<file path="config.mk">
export PLATFORM = sky130hd
export DESIGN_NAME = rtc_cal_seq
export DESIGN_NICKNAME = d
export VERILOG_FILES = /design/src/rtl/rtc_cal_seq.sv
export SDC_FILE = /design/constraint.sdc
export NUM_CORES = 1
export LEC_CHECK = 0
export BUFFER_PORTS_ARGS = -buffer_cell sky130_fd_sc_hd__clkbuf_2
export CELL_PAD_IN_SITES_DETAIL_PLACEMENT = 1
export CELL_PAD_IN_SITES_GLOBAL_PLACEMENT = 1
export CORE_UTILIZATION = 41
export DETAILED_ROUTE_END_ITERATION = 8
export PLACE_DENSITY_LB_ADDON = 0.1
export SKIP_CTS_REPAIR_TIMING = 1
export SYNTH_ARGS = -nofsm -noshare
export SYNTH_HDL_FRONTEND = slang
export SYNTH_SLANG_ARGS = --single-unit
</file>
<file path="constraint.sdc">
create_clock -name clk -period 3.75 [get_ports clk]
set_input_delay 0.375 -clock clk [delete_from_list [all_inputs] [get_ports clk]]
set_output_delay 0.375 -clock clk [all_outputs]
set_load 0.05 [all_outputs]
</file>
<file path="src/rtl/rtc_cal_seq.sv">
module rtc_cal_seq #(
  parameter int ADDR_W = 6,
  parameter logic [7:0] PROBE_BYTE = 8'h42,
  parameter int PIVOT = 70
) (
  input  logic              clk,
  input  logic              rst_n,
  input  logic              cmd_valid,
  input  logic [1:0]        cmd_op,
  output logic              cmd_ready,
  input  logic [7:0]        in_sec,
  input  logic [7:0]        in_min,
  input  logic [7:0]        in_hour,
  input  logic [7:0]        in_wday,
  input  logic [7:0]        in_mday,
  input  logic [7:0]        in_mon,
  input  logic [7:0]        in_year,
  output logic              tx_req,
  output logic              tx_write,
  output logic [ADDR_W-1:0] tx_addr,
  output logic [7:0]        tx_wdata,
  input  logic              tx_ack,
  input  logic [7:0]        tx_rdata,
  output logic              done,
  output logic              present,
  output logic [7:0]        out_sec,
  output logic [7:0]        out_min,
  output logic [7:0]        out_hour,
  output logic [7:0]        out_wday,
  output logic [7:0]        out_mday,
  output logic [7:0]        out_mon,
  output logic [7:0]        out_year
);
  localparam int NF = 7;
  localparam int SET_LAST = 12;
  localparam logic [ADDR_W-1:0] A_SEC  = ADDR_W'(0);
  localparam logic [ADDR_W-1:0] A_CTRL = ADDR_W'(7);
  localparam logic [ADDR_W-1:0] A_RAM  = ADDR_W'(32);

  typedef enum logic [1:0] {OP_IDLE, OP_SET, OP_READ, OP_PROBE} op_t;

  op_t        op;
  logic [3:0] step;
  logic [7:0] rbuf;
  logic [7:0] ld  [NF];
  logic [7:0] raw [NF];
  logic [3:0] last;
  logic [2:0] fidx;

  function automatic logic [7:0] to_bcd(input logic [7:0] v);
    logic [7:0] m;
    m = v % 8'd100;
    return {4'(m / 8'd10), 4'(m % 8'd10)};
  endfunction

  function automatic logic [7:0] from_bcd(input logic [7:0] b);
    return 8'(b[7:4] * 4'd10) + {4'd0, b[3:0]};
  endfunction

  function automatic logic [ADDR_W-1:0] field_addr(input logic [2:0] i);
    case (i)
      3'd3:    return ADDR_W'(5);
      3'd4:    return ADDR_W'(3);
      3'd5:    return ADDR_W'(4);
      default: return ADDR_W'(i);
    endcase
  endfunction

  assign cmd_ready = (op == OP_IDLE);
  assign tx_req    = (op != OP_IDLE);
  assign last      = (op == OP_SET) ? 4'(SET_LAST) : (op == OP_READ) ? 4'(NF - 1) : 4'd1;
  assign fidx      = (op == OP_SET) ? 3'(step - 4'd3) : step[2:0];

  always_comb begin
    tx_write = 1'b1;
    tx_addr  = A_SEC;
    tx_wdata = 8'h00;
    case (op)
      OP_SET:
        case (step)
          4'd0:  tx_addr = A_CTRL;
          4'd1, 4'd10: tx_write = 1'b0;
          4'd2:  tx_wdata = rbuf | 8'h80;
          4'd11: tx_wdata = rbuf & 8'h7f;
          4'd12: begin tx_addr = A_CTRL; tx_wdata = 8'h80; end
          default: begin tx_addr = field_addr(fidx); tx_wdata = ld[fidx]; end
        endcase
      OP_READ: begin tx_write = 1'b0; tx_addr = field_addr(step[2:0]); end
      OP_PROBE: begin
        tx_addr  = A_RAM;
        tx_write = (step == 4'd0);
        tx_wdata = PROBE_BYTE;
      end
      default: ;
    endcase
  end

  always_ff @(posedge clk) begin
    if (!rst_n) begin
      op      <= OP_IDLE;
      step    <= '0;
      rbuf    <= '0;
      done    <= 1'b0;
      present <= 1'b0;
      for (int i = 0; i < NF; i++) begin
        ld[i]  <= '0;
        raw[i] <= (i == 4 || i == 5) ? 8'h01 : 8'h00;
      end
    end else begin
      done <= 1'b0;
      if (op == OP_IDLE) begin
        if (cmd_valid && cmd_op != 2'd0) begin
          op   <= op_t'(cmd_op);
          step <= '0;
          ld[0] <= to_bcd(in_sec);
          ld[1] <= to_bcd(in_min);
          ld[2] <= to_bcd(in_hour);
          ld[3] <= to_bcd(in_wday);
          ld[4] <= to_bcd(in_mday);
          ld[5] <= to_bcd(in_mon + 8'd1);
          ld[6] <= to_bcd(in_year);
        end
      end else if (tx_ack) begin
        if (!tx_write) rbuf <= tx_rdata;
        if (op == OP_READ) raw[step[2:0]] <= tx_rdata;
        if (op == OP_PROBE && step == 4'd1) present <= (tx_rdata == PROBE_BYTE);
        if (step == last) begin
          op   <= OP_IDLE;
          done <= 1'b1;
        end else begin
          step <= step + 4'd1;
        end
      end
    end
  end

  logic [7:0] yr;
  assign yr       = from_bcd(raw[6]);
  assign out_sec  = from_bcd({1'b0, raw[0][6:0]});
  assign out_min  = from_bcd(raw[1]);
  assign out_hour = from_bcd(raw[2]);
  assign out_wday = from_bcd(raw[3]);
  assign out_mday = from_bcd(raw[4]);
  assign out_mon  = from_bcd(raw[5]) - 8'd1;
  assign out_year = (yr < 8'(PIVOT)) ? yr + 8'd100 : yr;

  p_req_hold_r11: assert property (@(posedge clk) disable iff (!rst_n)
    tx_req && !tx_ack |=> tx_req && $stable(tx_addr) && $stable(tx_write) && $stable(tx_wdata));
  p_done_pulse_r11: assert property (@(posedge clk) disable iff (!rst_n)
    done |=> !done);
  p_done_idle_r11: assert property (@(posedge clk) disable iff (!rst_n)
    done |-> cmd_ready && !tx_req);
  p_ctrl_value_r3: assert property (@(posedge clk) disable iff (!rst_n)
    tx_req && tx_write && tx_addr == A_CTRL |-> tx_wdata == 8'h00 || tx_wdata == 8'h80);
  p_busy_ignores_r2: assert property (@(posedge clk) disable iff (!rst_n)
    tx_req && !tx_ack |=> tx_req);
endmodule

</file>
==> flow_metrics.env, run 1 <==
export IMPL_critPathArrivalTime_ns=3.17
export IMPL_cp_max_fo=5
export IMPL_dp_cells=1915
export IMPL_synth_most_common_cell="nor2_1"
export IMPL_path_class="flip-flop to output pin"
export IMPL_tightest_slew_ns=1.02
export IMPL_yosys_register_bits=126
export IMPL_grt_max_degree=39
export IMPL_timing_max_cap_violations=0
export IMPL_max_freq_ghz=0.282
export IMPL_muxShareOfSynthArea_pct=5.09
export IMPL_required_ns=3.38
export IMPL_synth_compound_area_share_pct=21.6
export IMPL_worst_setup_path_start_kind="flip-flop"
export IMPL_die_area_sq_um=30100
export IMPL_vias=11000
export IMPL_ioPinCount=145
export IMPL_skew_ns=0.0139
export IMPL_portBuffers=142
export IMPL_drt_iter0_drc=544
export IMPL_drv_slew=0
export IMPL_regToRegEndpoint="raw[6][2]$_SDFFE_PN0P_"
export IMPL_hpwlAfterDp_microns=25300
export IMPL_areaGrowthSynthToFinish_pct=14.0
export IMPL_avgSynthCellArea_sq_um=8.28
export IMPL_yosys_top_cells_count="nor2_1 (156), nand2_1 (143), edfxtp_1 (103)"
export IMPL_grt_pass1_vias=11000
export IMPL_synth_area_leaders="edfxtp_1 (26%), ha_1 (7.7%), nor2_1 (4.9%)"
export IMPL_hold_path_class="input pin to flip-flop"
export IMPL_numCtsBuffers=17
export IMPL_cts_tree="done"
export IMPL_synth_xor_area_share_pct=5.60
export IMPL_hold_viol=0
export IMPL_synth_flop_cell="edfxtp_1"
export IMPL_worstRegToRegCells=8
export IMPL_cts_root_buf="clkbuf_16"
export IMPL_synth_simple_area_share_pct=21.4
export IMPL_fin_crit_ns=3.55
export IMPL_antenna_found_initial=0
export IMPL_place_gp_congestion=0.849
export IMPL_power_density_nw_per_um2=358
export IMPL_core_area_sq_um=28800
export IMPL_setup_violations=0
export IMPL_worst_slew_margin_rel_pct=31.9
export IMPL_cts_buffer_depth=2
export IMPL_cp_end_kind="output pin"
export IMPL_grt_pass1_wl_microns=55600
export IMPL_rsz0062_at_grt="false"
export IMPL_drtAntennaViolNets=0
export IMPL_grt_ovfl_total=0
export IMPL_h_tree_depth=4
export IMPL_yosysTopAreaCell="edfxtp_1"
export IMPL_hold_slack_ns=0.224
export IMPL_die_y_microns=173
export IMPL_hold_depth=2
export IMPL_fin_nets=1707
export IMPL_drc=0
export IMPL_ys_async_sr_fraction_pct=0
export IMPL_wirelength_microns=33300
export IMPL_syn_area_sq_um=12000
export IMPL_initial_core_util_pct=41.8
export IMPL_synth_edff_count=103
export IMPL_r2r_start="op[1]$_SDFFE_PN0P_"
export IMPL_yosysSeqAreaShare_pct=29.5
export IMPL_syn_inst=1453
export IMPL_clk_pin_slew_ns=0.06
export IMPL_leakage_uw=0.00588
export IMPL_clock_sinks=126
export IMPL_clk_latency_ns=0.43
export IMPL_run_status="completed"
export IMPL_synth_top_family_by_area="compound AO/OA/AOI/OAI gates"
export IMPL_wl_per_cell_microns=17.1
export IMPL_die_width_microns=173
export IMPL_finalCritPeriodShare_pct=94.6
export IMPL_viasPerCell=5.65
export IMPL_yosys_area_share_adder_pct=10.3
export IMPL_drive_above_1_share_pct=17.0
export IMPL_min_delay_start="in_wday[0]"
export IMPL_grt_use_total_pct=22.4
export IMPL_diodes=0
export IMPL_vdd_drop_max_uv=218
export IMPL_finalNonFillerCells=1947
export IMPL_synth_cell_types=84
export IMPL_synth_top_area_share_pct=25.7
export IMPL_rows=62
export IMPL_yosysWarnings=0
export IMPL_min_to="ld[3][0]$_SDFFCE_PN0P_"
export IMPL_first_pass_iters=5
export IMPL_r2r_slack_ns=1.03
==> final cells by class <==
class                   count  area [sq um]
repair buffers            183          1020
clock buffers              18           429
inverters                  82           308
well taps                 384           480
clock inverters            14           178
flip-flops and latches    126          3560
multi-input cells        1140          7750
fillers                  3512         15100
==> flip-flops by register name, indices dropped and copies added (netlist names) <==
name	cells
done	1
ld	56
op	2
present	1
raw	55
rbuf	7
step	4
==> report_power, final <==
| group | total [uW] | internal [uW] | switching, uW |
|---|---|---|---|
| clock network | 1710 | 1060 | 658 |
| logic | 1540 | 540 | 999 |
| registers | 1660 | 1620 | 46.9 |
| total | 4910 | 3210 | 1700 |
==> how the worst max path moves through the flow <==
stage                                 from                     end  slack [ns]  depth (start not counted)
global route        raw[6][5]$_SDFFE_PN0P_             out_year[4]     0.00001                         11
CTS                 raw[6][5]$_SDFFE_PN0P_             out_year[3]      -0.005                          9
finish              raw[6][5]$_SDFFE_PN0P_             out_year[3]        0.20                         10
floorplan                       in_mday[4]  ld[4][2]$_SDFFCE_PN0P_        0.16                         17
global placement                in_mday[4]  ld[4][2]$_SDFFCE_PN0P_        0.10                         16
detailed placement              in_mday[4]  ld[4][2]$_SDFFCE_PN0P_      -0.009                         16
==> layer usage <==
metal / track usage, % / part of all wire (%) / routed length (microns) / vias to the layer above
met5: 0 / 0 / 0 / -
met3: 3.03 / 2.4 / 783 / 21
li1: - / - / - / 5449
met1: 28.8 / 47 / 15700 / 5382
met4: 4.39 / 0.90 / 298 / 0
met2: 40.0 / 50 / 16500 / 157
==> logic make-up after synthesis <==
family / count (synthesis)
flip-flops: 126
AO/OA/AOI/OAI: 384
multiplexers: 50
AND/OR/NAND/NOR: 535
buffers and inverters: 188
adder cells (fa/ha/maj): 92
XOR/XNOR: 77
other: 1
==> critical path: stages, from the launching register on <==
cell     delay (ns)
dfxtp_2        0.35
ha_1           0.30
ha_1           0.23
fa_1           0.57
nand3_1        0.12
nor2_1         0.14
xnor2_1        0.09
a21oi_1        0.19
and2_2         0.23
mux2_2         0.34
buf_2          0.21
==> placed cells by master (no fill, tap or decap), types with 13 or more instances in the layout <==
cell type,Yosys,layout
a211oi_1,20,20
a21o_1,13,13
a21oi_1,91,91
a221oi_1,24,24
and2_1,46,45
buf_4,8,42
clkbuf_16,0,17
clkbuf_2,0,139
dfxtp_1,23,20
edfxtp_1,103,103
fa_1,13,13
ha_1,74,74
inv_1,81,81
mux2i_1,32,31
nand2_1,143,142
nand2b_1,19,19
nand3_1,38,38
nand4_1,13,13
nor2_1,156,156
nor2b_1,29,29
nor3_1,30,30
o21ai_0,91,90
xnor2_1,57,56
xor2_1,20,18
==> stage by stage <==
stage / power [uW] / utilization (%) / area, sq um / worst slack (ns) / TNS [ns]
after floorplan: 2830 / - / 12000 / 0.160 / 0
after global placement: 3190 / 45.4 / 13100 / 0.101 / 0
after detailed placement: 3230 / 45.4 / 13100 / -0.00851 / -0.00851
after CTS: 4950 / 47.6 / 13700 / -0.00456 / -0.00456
after global routing: 5150 / 47.7 / 13700 / 0.0000127 / 0
final: 4910 / 47.7 / 13700 / 0.203 / 0
No activity file was read; power rests on OpenSTA's default activity.
==> run 2, diff against run 1 <==
- ABC_AREA: default -> 1
- CORE_UTILIZATION: 41 -> 39
- SKIP_CTS_REPAIR_TIMING: 1 -> default
==> flow_metrics.env, run 2 <==
export IMPL_viasPerCell=4.93
export IMPL_final_common_cell="nand2_1"
export IMPL_syn_inst=1532
export IMPL_final_cell_mix="nand2_1 (337), inv_1 (245), nor2_1 (148)"
export IMPL_grt_use_total_pct=20.2
export IMPL_largest_reg_flops=56
export IMPL_synth_most_common_cell="nand2_1"
export IMPL_cpMaxStageDelayCell="dfxtp_1"
export IMPL_cp_max_fo=9
export IMPL_drtAntennaViolNets=0
export IMPL_drt_iter0_drc=344
export IMPL_portBuffers=142
export IMPL_yosys_top_cells_count="nand2_1 (339), inv_1 (246), nor2_1 (148)"
export IMPL_yosysTopAreaCell="edfxtp_1"
export IMPL_finalCritPeriodShare_pct=94.5
export IMPL_die_y_microns=171
export IMPL_setup_tns_ns=0
export IMPL_clk_latency_ns=0.42
export IMPL_worst_setup_path_start_kind="flip-flop"
export IMPL_stdcell_area_sq_um=13000
export IMPL_combPwrFrac_pct=37.3
export IMPL_place_gp_congestion=0.830
export IMPL_first_pass_iters=4
export IMPL_clock_sinks=126
export IMPL_synth_area_leaders="edfxtp_1 (28%), nand2_1 (11%), ha_1 (8.3%)"
export IMPL_tightest_slew_ns=0.729
export IMPL_die_area_sq_um=29100
export IMPL_diodes=0
export IMPL_crit_top_cell="buf_4"
export IMPL_run_status="completed"
export IMPL_vias=10300
export IMPL_ys_async_sr_fraction_pct=0
export IMPL_timing_max_cap_violations=0
export IMPL_synth_top_area_share_pct=27.9
export IMPL_yosys_register_bits=126
export IMPL_cts_root_buf="clkbuf_16"
export IMPL_cp_end_kind="output pin"
export IMPL_fillerInstances=3643
export IMPL_path_delay_family="buffers and inverters"
export IMPL_die_width_microns=171
export IMPL_yosysSeqAreaShare_pct=32.0
export IMPL_fin_crit_ns=3.54
export IMPL_antenna_found_initial=0
export IMPL_power_density_nw_per_um2=411
export IMPL_initial_core_util_pct=39.9
export IMPL_core_area_sq_um=27900
export IMPL_largest_registers="ld: 56 flops, raw: 55 flops, rbuf: 7 flops"
export IMPL_cp_cell_sequence="inv_1, ha_1, buf_4, nand2_1, o21ai_0, clkinv_1, buf_4, nor2_1, inv_1, o21ai_0, o311ai_0, buf_4, nand3_1, nand2_1, clkbuf_2"
export IMPL_post_dp_cell_area_sq_um=12400
export IMPL_areaGrowthSynthToFinish_pct=17.1
export IMPL_seq_power_share_pct=32.0
export IMPL_cts_buffer_depth=2
export IMPL_drc=0
export IMPL_max_freq_ghz=0.282
export IMPL_clk_pin_slew_ns=0.06
export IMPL_grt_pass1_vias=10200
export IMPL_hold_depth=3
export IMPL_hpwlAfterDp_microns=24000
export IMPL_hold_slack_ns=0.229
export IMPL_yosysWarnings=0
export IMPL_path_depth=15
export IMPL_drive_above_1_share_pct=18.4
export IMPL_path_buf_inv=7
export IMPL_critPathArrivalTime_ns=3.17
export IMPL_rows=61
export IMPL_synth_flop_cell="edfxtp_1"
export IMPL_ioPinCount=145
export IMPL_required_ns=3.38
export IMPL_grt_pass1_wl_microns=47400
export IMPL_switching_share_pct=39.1
export IMPL_wirelength_microns=28700
export IMPL_synth_edff_count=103
export IMPL_skew_ns=0.00886
export IMPL_vdd_drop_max_uv=258
export IMPL_path_class="flip-flop to output pin"
export IMPL_hold_viol=0
export IMPL_wl_per_cell_microns=13.8
export IMPL_p_int_uw=3250
export IMPL_synth_cell_types=55
export IMPL_cts_tree="done"
export IMPL_setup_violations=0
export IMPL_avgSynthCellArea_sq_um=7.25
export IMPL_cp_slowest_stage_delay_ns=0.39
export IMPL_power_clock_fraction_pct=30.7
export IMPL_finalPower_uw=5340
export IMPL_h_tree_depth=4
export IMPL_grt_max_degree=33
export IMPL_rsz0062_at_grt="false"
export IMPL_hold_path_class="input pin to flip-flop"
export IMPL_numCtsBuffers=17
export IMPL_worstRegToRegCells=9
export IMPL_grt_ovfl_total=0
export IMPL_leakage_uw=0.00656
export IMPL_drv_slew=0
export IMPL_top_register="ld"
export IMPL_p_sw_uw=2090
export IMPL_worst_slew_margin_rel_pct=51.4
export IMPL_fin_nets=1846
export IMPL_syn_area_sq_um=11100
-- run 2: area by class of cell --
cell class | instances | area [sq um] | share of cell area (%)
repair buffers | 162 | 938 | 7.22
clock inverters | 14 | 156 | 1.20
flip-flops and latches | 126 | 3550 | 27.4
well taps | 378 | 473 | 3.64
multi-input cells | 1114 | 6440 | 49.5
clock buffers | 18 | 429 | 3.30
inverters | 268 | 1010 | 7.74
-- run 2: path summary, 6_finish.rpt --
path	from	end	slack (ns)
max	op[1]$_SDFFE_PN0P_	tx_wdata[1]	0.21
min	cmd_op[1]	op[1]$_SDFFE_PN0P_	0.23
max reg2reg	op[0]$_SDFFE_PN0P_	raw[4][4]$_SDFFCE_PN0P_	0.77
min reg2reg	rbuf[2]$_SDFFE_PN0P_	rbuf[2]$_SDFFE_PN0P_	0.46
-- run 2: routing by layer --
layer  wire length (microns)  global-route usage, %
met5                       0                      0
met1                   12800                   23.9
met2                   14800                   38.0
met4                     405                   4.90
met3                     718                   2.68
-- run 2: stage by stage --
| step | setup slack [ns] | util, % | std cells |
|---|---|---|---|
| after floorplan | 0.213 | - | 1533 |
| after global placement | 0.408 | 44.5 | 2048 |
| after detailed placement | 0.266 | 44.5 | 2048 |
| after CTS | 0.0519 | 46.6 | 2080 |
| after global routing | 0.0115 | 46.7 | 2080 |
| final | 0.207 | 46.7 | 2080 |
-- run 2: power groups by stage --
stage                     clock network (uW)  registers (uW)  logic, uW
after CTS                               1670            1710       2010
after global placement                     0            1740       1940
after floorplan                            0            1710       1520
final                                   1640            1710       1990
after detailed placement                   0            1740       1990
after global routing                    1720            1720       2250
-- run 2: logic make-up after synthesis --
family	after synthesis	synth area share [%]
flip-flops	126	32.0
multiplexers	1	0.0902
AO/OA/AOI/OAI	217	11.3
buffers and inverters	293	10.2
adder cells (fa/ha/maj)	87	10.7
AND/OR/NAND/NOR	740	30.3
XOR/XNOR	67	5.42
other	1	0.0338
-- run 2: repair_timing --
item | 4_1_cts | 5_1_grt
gates resized for setup | 0 | 13
hold endpoints to repair | 0 | 0
setup endpoints to repair | 0 | 15
buffers inserted | 0 | 0
hold buffers | 0 | 0
-- run 2: tightest hold or removal path, stage by stage --
cell	delay [ns]
clkbuf_2	0.08
nand2_1	0.07
o21ai_0	0.08
